===== config.mk =====
export PLATFORM = sky130hd
export DESIGN_NAME = sertx_core
export DESIGN_NICKNAME = d
export VERILOG_FILES = /design/src/rtl/sertx_pkg.sv /design/src/rtl/sertx_baud.sv /design/src/rtl/sertx_shift.sv /design/src/rtl/sertx_tcflag.sv /design/src/rtl/sertx_core.sv
export SDC_FILE = /design/constraint.sdc
export NUM_CORES = 1
export LEC_CHECK = 0
export BUFFER_PORTS_ARGS = -buffer_cell sky130_fd_sc_hd__buf_2
export CORE_ASPECT_RATIO = 0.6
export CORE_MARGIN = 2
export CORE_UTILIZATION = 50
export DETAILED_ROUTE_END_ITERATION = 16
export GPL_TIMING_DRIVEN = 0
export PLACE_DENSITY = 0.78
export SETUP_SLACK_MARGIN = 0.05
export SKIP_CTS_REPAIR_TIMING = 1
export SYNTH_ARGS = -nofsm -noshare
export SYNTH_HDL_FRONTEND = slang
export SYNTH_HIERARCHICAL = 1
export SYNTH_SLANG_ARGS = --single-unit

===== constraint.sdc =====
create_clock -name clk -period 6.09 [get_ports clk]
set_input_delay 0.609 -clock clk [delete_from_list [all_inputs] [get_ports clk]]
set_output_delay 0.609 -clock clk [all_outputs]
set_load 0.03 [all_outputs]

===== src/rtl/sertx_pkg.sv =====
package sertx_pkg;
   typedef enum logic [1:0] {FRM_PRE, FRM_DATA, FRM_BRK} frm_kind_t;
   localparam int CTL_EN   = 0;
   localparam int CTL_TCIE = 1;
   localparam int CTL_LONG = 2;
   localparam int CTL_BRK  = 3;
   localparam int CTL_W    = 4;
endpackage


===== src/rtl/sertx_baud.sv =====
module sertx_baud #(
   parameter int CLKS_PER_BIT = 16
) (
   input  logic clk,
   input  logic rst_n,
   input  logic run_i,
   input  logic start_i,
   output logic bit_end_o
);
   generate
      if (CLKS_PER_BIT == 1) begin : g_single
         assign bit_end_o = run_i;
      end else begin : g_count
         localparam int CW = $clog2(CLKS_PER_BIT);
         logic [CW-1:0] cnt_q;
         assign bit_end_o = run_i && (cnt_q == CW'(CLKS_PER_BIT - 1));
         always_ff @(posedge clk or negedge rst_n) begin
            if (!rst_n)                     cnt_q <= '0;
            else if (start_i || !run_i)     cnt_q <= '0;
            else if (bit_end_o)             cnt_q <= '0;
            else                            cnt_q <= cnt_q + 1'b1;
         end
      end
   endgenerate
endmodule


===== src/rtl/sertx_shift.sv =====
module sertx_shift
   import sertx_pkg::*;
#(
   parameter int DATA_BITS = 8
) (
   input  logic             clk,
   input  logic             rst_n,
   input  logic             abort_i,
   input  logic             start_i,
   input  frm_kind_t        kind_i,
   input  logic [DATA_BITS:0] data_i,
   input  logic             long_i,
   input  logic             bit_end_i,
   output logic             busy_o,
   output logic             frame_done_o,
   output logic             brk_low_done_o,
   output logic             tx_o
);
   localparam int FRM_W = DATA_BITS + 4;
   localparam int IW    = $clog2(FRM_W + 1);

   logic [FRM_W-1:0] sh_q, pat;
   logic [IW-1:0]    idx_q, last_q, last_n;
   frm_kind_t        kind_q;
   logic             busy_q;

   always_comb begin
      int nb;
      nb     = long_i ? DATA_BITS + 1 : DATA_BITS;
      pat    = '1;
      last_n = IW'(nb + 1);
      case (kind_i)
         FRM_DATA: begin
            pat[0] = 1'b0;
            for (int i = 0; i < DATA_BITS + 1; i++)
               if (i < nb) pat[i+1] = data_i[i];
         end
         FRM_BRK: begin
            for (int i = 0; i < FRM_W; i++)
               if (i < nb + 2) pat[i] = 1'b0;
            last_n = IW'(nb + 2);
         end
         default: ;
      endcase
   end

   assign busy_o         = busy_q;
   assign frame_done_o   = busy_q && bit_end_i && (idx_q == last_q);
   assign brk_low_done_o = busy_q && bit_end_i && (kind_q == FRM_BRK) &&
                           ((idx_q + IW'(1)) == last_q);
   assign tx_o           = busy_q ? sh_q[0] : 1'b1;

   always_ff @(posedge clk or negedge rst_n) begin
      if (!rst_n) begin
         busy_q <= 1'b0;
         sh_q   <= '1;
         idx_q  <= '0;
         last_q <= '0;
         kind_q <= FRM_PRE;
      end else if (abort_i) begin
         busy_q <= 1'b0;
         sh_q   <= '1;
      end else if (start_i) begin
         busy_q <= 1'b1;
         sh_q   <= pat;
         idx_q  <= '0;
         last_q <= last_n;
         kind_q <= kind_i;
      end else if (frame_done_o) begin
         busy_q <= 1'b0;
      end else if (busy_q && bit_end_i) begin
         sh_q  <= {1'b1, sh_q[FRM_W-1:1]};
         idx_q <= idx_q + 1'b1;
      end
   end

   assert_brk_tail_high_R9: assert property (@(posedge clk) disable iff (!rst_n)
      (brk_low_done_o && !abort_i && !start_i) |=> tx_o);
endmodule


===== src/rtl/sertx_tcflag.sv =====
module sertx_tcflag (
   input  logic clk,
   input  logic rst_n,
   input  logic tc_set_i,
   input  logic stat_rd_i,
   input  logic data_wr_i,
   input  logic tc_clr_i,
   input  logic tcie_i,
   output logic tc_o,
   output logic irq_o
);
   logic tc_q, rd_seen_q;

   always_ff @(posedge clk or negedge rst_n) begin
      if (!rst_n) begin
         tc_q      <= 1'b1;
         rd_seen_q <= 1'b0;
      end else if (tc_set_i) begin
         tc_q      <= 1'b1;
         rd_seen_q <= 1'b0;
      end else begin
         if (tc_clr_i || (data_wr_i && rd_seen_q)) tc_q <= 1'b0;
         if (data_wr_i)                 rd_seen_q <= 1'b0;
         else if (stat_rd_i && tc_q)    rd_seen_q <= 1'b1;
      end
   end

   assign tc_o  = tc_q;
   assign irq_o = tc_q && tcie_i;

   assert_tc_clear_R7: assert property (@(posedge clk) disable iff (!rst_n)
      (tc_clr_i && !tc_set_i) |=> !tc_o);
endmodule


===== src/rtl/sertx_core.sv =====
module sertx_core
   import sertx_pkg::*;
#(
   parameter int CLKS_PER_BIT = 16,
   parameter int DATA_BITS    = 8
) (
   input  logic               clk,
   input  logic               rst_n,
   input  logic               ctrl_wr_i,
   input  logic [3:0]         ctrl_wdata_i,
   input  logic               data_wr_i,
   input  logic [DATA_BITS:0] data_i,
   input  logic               stat_rd_i,
   input  logic               tc_clr_i,
   output logic               txe_o,
   output logic               tc_o,
   output logic               brk_o,
   output logic               irq_o,
   output logic               tx_o
);
   generate
      if (CLKS_PER_BIT < 1) begin : g_bad_cpb
         $error("CLKS_PER_BIT must be at least 1");
      end
      if (DATA_BITS < 5 || DATA_BITS > 15) begin : g_bad_dw
         $error("DATA_BITS must lie in 5..15");
      end
   endgenerate

   logic en_q, tcie_q, long_q, brk_q, pend_pre_q;
   logic buf_full_q;
   logic [DATA_BITS:0] buf_q;

   logic busy, frame_done, brk_low_done, bit_end;
   logic dis_now, abort, wr_ok, free, start, from_buf, direct;
   frm_kind_t kind;
   logic [DATA_BITS:0] start_data;

   assign dis_now = ctrl_wr_i && !ctrl_wdata_i[CTL_EN];
   assign abort   = !en_q || dis_now;
   assign wr_ok   = data_wr_i && en_q && !dis_now;
   assign free    = en_q && !dis_now && (!busy || frame_done);

   always_comb begin
      start      = 1'b0;
      from_buf   = 1'b0;
      direct     = 1'b0;
      kind       = FRM_DATA;
      start_data = buf_q;
      if (free) begin
         if (brk_q) begin
            start = 1'b1;
            kind  = FRM_BRK;
         end else if (buf_full_q) begin
            start    = 1'b1;
            from_buf = 1'b1;
         end else if (wr_ok && pend_pre_q) begin
            start = 1'b1;
            kind  = FRM_PRE;
         end else if (wr_ok) begin
            start      = 1'b1;
            direct     = 1'b1;
            start_data = data_i;
         end
      end
   end

   always_ff @(posedge clk or negedge rst_n) begin
      if (!rst_n) begin
         en_q <= 1'b0; tcie_q <= 1'b0; long_q <= 1'b0; brk_q <= 1'b0;
         pend_pre_q <= 1'b0;
      end else begin
         if (ctrl_wr_i) begin
            en_q   <= ctrl_wdata_i[CTL_EN];
            tcie_q <= ctrl_wdata_i[CTL_TCIE];
            long_q <= ctrl_wdata_i[CTL_LONG];
            brk_q  <= ctrl_wdata_i[CTL_BRK];
         end else if (brk_low_done) begin
            brk_q  <= 1'b0;
         end
         if (dis_now)                                 pend_pre_q <= 1'b0;
         else if (ctrl_wr_i && !en_q)                 pend_pre_q <= 1'b1;
         else if (start && kind == FRM_PRE)           pend_pre_q <= 1'b0;
      end
   end

   always_ff @(posedge clk or negedge rst_n) begin
      if (!rst_n) begin
         buf_full_q <= 1'b0;
         buf_q      <= '0;
      end else if (abort) begin
         buf_full_q <= 1'b0;
      end else if (wr_ok && !direct) begin
         buf_full_q <= 1'b1;
         buf_q      <= data_i;
      end else if (from_buf) begin
         buf_full_q <= 1'b0;
      end
   end

   sertx_baud #(.CLKS_PER_BIT(CLKS_PER_BIT)) baud_i (
      .clk(clk), .rst_n(rst_n), .run_i(busy), .start_i(start),
      .bit_end_o(bit_end));

   sertx_shift #(.DATA_BITS(DATA_BITS)) shift_i (
      .clk(clk), .rst_n(rst_n), .abort_i(abort), .start_i(start),
      .kind_i(kind), .data_i(start_data), .long_i(long_q),
      .bit_end_i(bit_end), .busy_o(busy), .frame_done_o(frame_done),
      .brk_low_done_o(brk_low_done), .tx_o(tx_o));

   sertx_tcflag tcflag_i (
      .clk(clk), .rst_n(rst_n), .tc_set_i(frame_done && !start),
      .stat_rd_i(stat_rd_i), .data_wr_i(data_wr_i), .tc_clr_i(tc_clr_i),
      .tcie_i(tcie_q), .tc_o(tc_o), .irq_o(irq_o));

   assign txe_o = !buf_full_q;
   assign brk_o = brk_q;

   assert_direct_load_R2: assert property (@(posedge clk) disable iff (!rst_n)
      (data_wr_i && en_q && !ctrl_wr_i && !busy && !buf_full_q && !pend_pre_q && !brk_q)
      |=> (txe_o && !tx_o));
   assert_buffered_R3: assert property (@(posedge clk) disable iff (!rst_n)
      (data_wr_i && en_q && !ctrl_wr_i && busy && !frame_done) |=> !txe_o);
   assert_tc_needs_empty_R5: assert property (@(posedge clk) disable iff (!rst_n)
      $rose(tc_o) |-> txe_o);
   assert_brk_hw_clear_R10: assert property (@(posedge clk) disable iff (!rst_n)
      ($fell(brk_q) && !$past(ctrl_wr_i)) |-> $past(brk_low_done));
   assert_line_high_off_R11: assert property (@(posedge clk) disable iff (!rst_n)
      !en_q |-> tx_o);
endmodule


Word level (Yosys, flattened, before mapping) --
Cells that the tools add are included.
Word-level totals: register bits after elaboration 44, bits of input ports 19, output and inout bits 5, logic and storage cells 163
Operators by class: $add $sub $neg 4, magnitude comparators 21, eq/ne operators 8, mux-type cells 72, bitwise logic cells 1, reductions and logical operators 42
Operators with widths (number):
- $lt 4x32->1 const A | 8
- $lt 5x32->1 const A | 5
- $lt 3x32->1 const A | 4
- $lt 1x32->1 const A | 2
- $lt 2x32->1 const A | 2
- $mux 1 | 53
- $mux 12 | 4
- $mux 9 | 5
- $add 32x3->32 const B | 1
- $mux 4 | 6
- $pmux 10 s2 | 1
- $logic_and 1x1->1 | 18
- $reduce_bool 3->1 | 5
- $add 4x1->4 const B | 2
- $eq 4x4->1 | 2
- $logic_not 1->1 | 7
- $mux 2 | 3
- $reduce_and 2->1 | 3
- $reduce_bool 2->1 | 3
- $add 4x2->4 const B | 1
- $eq 2x2->1 const B | 2
- $eq 4x4->1 const B | 1
- $logic_or 1x1->1 | 4
- $ne 3x1->1 const B | 1
- other kinds (5) | 5

Depth between registers and ports, before layout --
word-level depth 14, mapped depth 14, mapped depth without buffers 13

Modules after synthesis --
The synthesis kept the hierarchy.
By module, submodules not included:
- sertx_shift | instances 1, cells an instance 134, area each 1281.2 µm², sequential area each 539.3 µm²
- sertx_core | instances 1, cells an instance 64, area each 833.3 µm², sequential area each 375.4 µm²
- sertx_baud | instances 1, cells an instance 17, area each 198.9 µm², sequential area each 100.1 µm²
- sertx_tcflag | instances 1, cells an instance 8, area each 83.8 µm², sequential area each 51.3 µm²

Least setup slack after synthesis --
No wires, ideal clock.
kind reg-to-reg, start point register baud_i.g_count.cnt_q[0], end point register shift_i.sh_q[2], library setup time 0.075 ns, arrival 2.659 ns, required time 6.015 ns, setup slack 3.357 ns, cell stages (with the launch flop) 15, buffers on the path 1, period minus slack after synthesis 2.733 ns, cells stage by stage dfrtp_1 ha_1 and4_2 and2_1 and2_1 nor2b_2 nor2_1 o21ai_0 inv_1 ha_1 or2_2 clkbuf_1 a21oi_1 a211oi_1 mux2i_1
Between the ends: cells in the longest elaborated chain, start to end 11, elaborated cells on any way between the ends 18, those cells by class 4 x eq/ne; 7 x mux; 7 x reduce/logical
RTL lines:
- start: declaration | line sertx_baud.sv:15 | logic [CW-1:0] cnt_q;
- start signal: assignment | line sertx_baud.sv:21 | else cnt_q <= cnt_q + 1'b1;
- $eq 4x4->1 * | line sertx_baud.sv:16 | assign bit_end_o = run_i && (cnt_q == CW'(CLKS_PER_BIT - 1));
- $logic_and 1x1->1 * | line sertx_baud.sv:16
- via bit_end | line sertx_core.sv:34 | logic busy, frame_done, brk_low_done, bit_end;
- $logic_and 1x1->1 * (2 in a row) | line sertx_shift.sv:48 | assign frame_done_o = busy_q && bit_end_i && (idx_q == last_q);
- via frame_done | line sertx_core.sv:34
- $logic_or 1x1->1 * | line sertx_core.sv:42 | assign free = en_q && !dis_now && (!busy || frame_done);
- $logic_and 1x1->1 * | line sertx_core.sv:42
- $mux 2 * | line sertx_core.sv:50 | if (free) begin
- via kind[0] | line sertx_core.sv:36 | frm_kind_t kind;
- $eq 2x2->1 / $eq 2x1->1 (equally long branches) | line sertx_shift.sv:32 | case (kind_i)
- $pmux 10 s2 * | line sertx_shift.sv:32
- $mux 12 * | line sertx_shift.sv:63 | end else if (start_i) begin
- $mux 12 * | line sertx_shift.sv:60 | end else if (abort_i) begin
- end signal: assignment | line sertx_shift.sv:65 | sh_q <= pat;
- end signal: assignment | line sertx_shift.sv:72 | sh_q <= {1'b1, sh_q[FRM_W-1:1]};
- end: declaration | line sertx_shift.sv:22 | logic [FRM_W-1:0] sh_q, pat;
The timed path passes the listed nets; every way through them passes the cells marked *. A chain may end at the register's enable or synchronous reset.

Final worst setup path --
start point register baud_i.g_count.cnt_q[0], end point register shift_i.idx_q[3]
Between the ends: cells in the longest elaborated chain, start to end 9, elaborated cells on any way between the ends 11, those cells by class 2 x eq/ne; 2 x mux; 7 x reduce/logical
RTL lines:
- $eq 4x4->1 * | line sertx_baud.sv:16
- $logic_and 1x1->1 * | line sertx_baud.sv:16
- via bit_end | line sertx_core.sv:34
- $logic_and 1x1->1 * (2 in a row) | line sertx_shift.sv:48
- via frame_done | line sertx_core.sv:34
- $logic_or 1x1->1 * | line sertx_core.sv:42
- $logic_and 1x1->1 * | line sertx_core.sv:42
- $mux 1 * | line sertx_core.sv:50
- via start | line sertx_core.sv:35 | logic dis_now, abort, wr_ok, free, start, from_buf, direct;
- $ne 2x1->1 (no line) / $reduce_bool 2->1 (equally long branches)
- $reduce_and 3->1 (no line)
- end signal: assignment | line sertx_shift.sv:73 | idx_q <= idx_q + 1'b1;
- end: declaration | line sertx_shift.sv:23 | logic [IW-1:0] idx_q, last_q, last_n;
Marks and branches as above.

==> run metrics <==
Lkg Pwr=1.26 nW; distinct cell type count after synthesis=47; Fmax=294 MHz; htree depth=2; layout cells sized above 1=between 30% and 40%; diodes inserted=0; CP Max Fanout=10; Main synth FF type=dfrtp_1; most used cell, CP=and2_1; Post-Place Worst Slack=approximately 2.8 ns; FP Rows=19; I/O Pins=24; worst slew pin tran=0.961 ns; Crit-path slowest cell=a211oi_1; vias per std cell=5.35; # setup viols final=0; global-route wire length before repair=7830 um; Max Cap Viol=0; Tot Pwr=a little over 0.7 mW; register area share after synthesis=44.5%; Critical Path AT=roughly 3.6 ns; vias in the first global route=1,615; RSZ-0062 raised after global routing=no; Core Area=approximately 4600 um2; post-route minimum period=about 3.4 ns; initial antenna violation count=0; Initial Utilization=52.2%; CP Buf/Inv Count=2; mapped cell area=2400 um2; asr flop ratio synth=100%; CP top delay family=compound AO/OA/AOI/OAI gates; critical-path cell list=ha_1, and4_2, and2_1, and2_1, nor2b_2, a211oi_1, inv_1, clkbuf_1, o21a_1, o21ai_0, o41ai_1; count of input and output buffers=23; Ys Warns=6; Post-Route Setup TNS=0 ns; DRT antenna net count=0; vias after detailed routing=1,696; Final Hold Viols=0; TritonCTS clock tree=yes; Gate Count Post-Synth=223; area growth from synthesis to layout=11.5%; first-pass iteration count of the detailed router=4; CP Launch Type=register; worst-skew pair later-pin latency=0.30 ns; CTS clk-pin slew, worst paths=~0.080 ns; gpl congestion=0.823; syn nets=248; Root Buffer=clkbuf_8; Hold Path Class=in2async; post-synthesis register bit count=42; max incr delay on CP=0.79 ns; CTS max path bufs=2; detailed placer's ending HPWL=3360 um; Pwr Density=270 nW/um2; nets@finish=278; Post-synth EDFFs=0; period utilization=55.9%; max-slew violations=0; TritonCTS Buffers=5; detailed-route DRC error count=0; die footprint=approximately 5400 um2; largest net degree at the start of global routing=between 40 and 50; crit end category=register; WL/cell=14.3 um; status=finished, final reports clean; GRT Overall Usage=18.6%; VDD IR max=between 0.0001 and 0.00015 V; Congestion Overflow GR=0; worst setup margin=2.69 ns; die height=approximately 58 um; kind of critical path=reg2reg; Crit path required time=6.26 ns; Post-Route WL=4530 um; Die Wd=slightly above 90 um; worst rel slew slack=35.9%; clock skew=0.0119 ns; Avg Cell Area, Syn=10.8 um2; Clock Sinks=42; drt initial violations=122
==> placed cells by master (no fill, tap or decap), types with 3 or more instances in the layout <==
cell type | synthesis | layout
dfrtp_1 | 30 | 30
nand2_1 | 23 | 23
buf_2 | 0 | 23
inv_1 | 20 | 20
mux2_2 | 13 | 13
a21oi_1 | 12 | 12
dfstp_2 | 12 | 12
o21ai_0 | 11 | 11
a211oi_1 | 10 | 10
mux2_4 | 10 | 10
mux2i_1 | 9 | 9
clkbuf_1 | 6 | 7
nand2b_1 | 6 | 6
ha_1 | 6 | 6
nor2_1 | 5 | 5
clkbuf_8 | 0 | 5
and2_1 | 4 | 4
nand3_1 | 4 | 4
nor3_1 | 3 | 3
xnor2_1 | 3 | 3
==> area by class of cell <==
type | count | area (um2)
fillers | 384 | 1910
well taps | 63 | 78.8
plain buffers | 9 | 52.6
clock inverters | 2 | 10.0
inverters | 20 | 75.1
flip-flops and latches | 42 | 1070
repair buffers | 23 | 115
clock buffers | 6 | 72.6
multi-input cells | 152 | 1200
==> where the power goes <==
group / switching, mW / internal, mW
Sequential: 0.0312 / 0.330
Clock: 0.0941 / 0.0796
Combinational: 0.0915 / 0.0964
==> final timing paths <==
kind | startpoint | endpoint | slack (ns) | cells after the start
max in group asynchronous | rst_n | buf_q[7] | 5.02 | 1
worst min-delay path | rst_n | baud_i/g_count.cnt_q[3] | 0.47 | 1
worst max-delay path | baud_i/g_count.cnt_q[0] | shift_i/idx_q[3] | 2.69 | 11
worst max register to register | baud_i/g_count.cnt_q[0] | shift_i/idx_q[3] | 2.69 | 11
min in group clk | shift_i/sh_q[5] | shift_i/sh_q[5] | 0.47 | 2
worst min register to register | shift_i/sh_q[5] | shift_i/sh_q[5] | 0.47 | 2
==> state kept, by name (all words and copies together) (netlist names), 2 cells and up <==
name and flops:
shift_i/kind_q 2, shift_i/idx_q 4, shift_i/last_q 3, baud_i/g_count.cnt_q 4
shift_i/sh_q 11, buf_q 9
==> layer usage <==
layer | global-route usage [%] | part of all wire, % | vias up | wire, um
met2 | 24.4 | 39 | 38 | 1780
met1 | 30.9 | 56 | 817 | 2540
met5 | 0 | 0 | - | 0
met4 | 3.78 | 0.29 | 0 | 13
met3 | 4.29 | 4.5 | 2 | 202
li1 | - | - | 839 | -
==> cells in the mapped netlist (3+ instances only) <==
library cell	count	area, um2
ha_1	6	75.1
nand3_1	4	20.0
mux2i_1	9	90.1
o21ai_0	11	55.1
a21oi_1	12	60.1
mux2_4	10	150
mux2_2	13	146
nor3_1	3	15.0
dfrtp_1	30	751
clkbuf_1	6	22.5
dfstp_2	12	315
xnor2_1	3	26.3
nand2b_1	6	37.5
and2_1	4	25.0
nor2_1	5	18.8
nand2_1	23	86.3
a211oi_1	10	75.1
inv_1	20	75.1
==> logic make-up (layout without fill, tap and decap cells) <==
| kind of cell | Yosys count | count (layout) | share of synthesized area, % |
|---|---|---|---|
| muxes | 32 | 32 | 16.1 |
| AOI/OAI and AO/OA | 47 | 47 | 13.6 |
| adders and majority gates | 6 | 6 | 3.13 |
| and+or+nand+nor | 61 | 61 | 14.6 |
| buffers and inverters | 29 | 60 | 5.32 |
| xor gates and xnor gates | 6 | 6 | 2.82 |
| DFF | 42 | 42 | 44.5 |
==> metrics by stage <==
| stage | utilization, % | hold slack, ns | cell area [um2] | cells |
|---|---|---|---|---|
| 2_1_floorplan | - | 0.313 | 2400 | 223 |
| 3_3_place_gp | 56.5 | 0.452 | 2590 | 309 |
| 3_5_place_dp | 56.5 | 0.458 | 2590 | 309 |
| 4_1_cts | 58.3 | 0.474 | 2670 | 317 |
| 5_1_grt | 58.3 | 0.492 | 2670 | 317 |
| 6_report | 58.3 | 0.471 | 2670 | 317 |
Note: power is estimated with default switching activity, not from simulation.
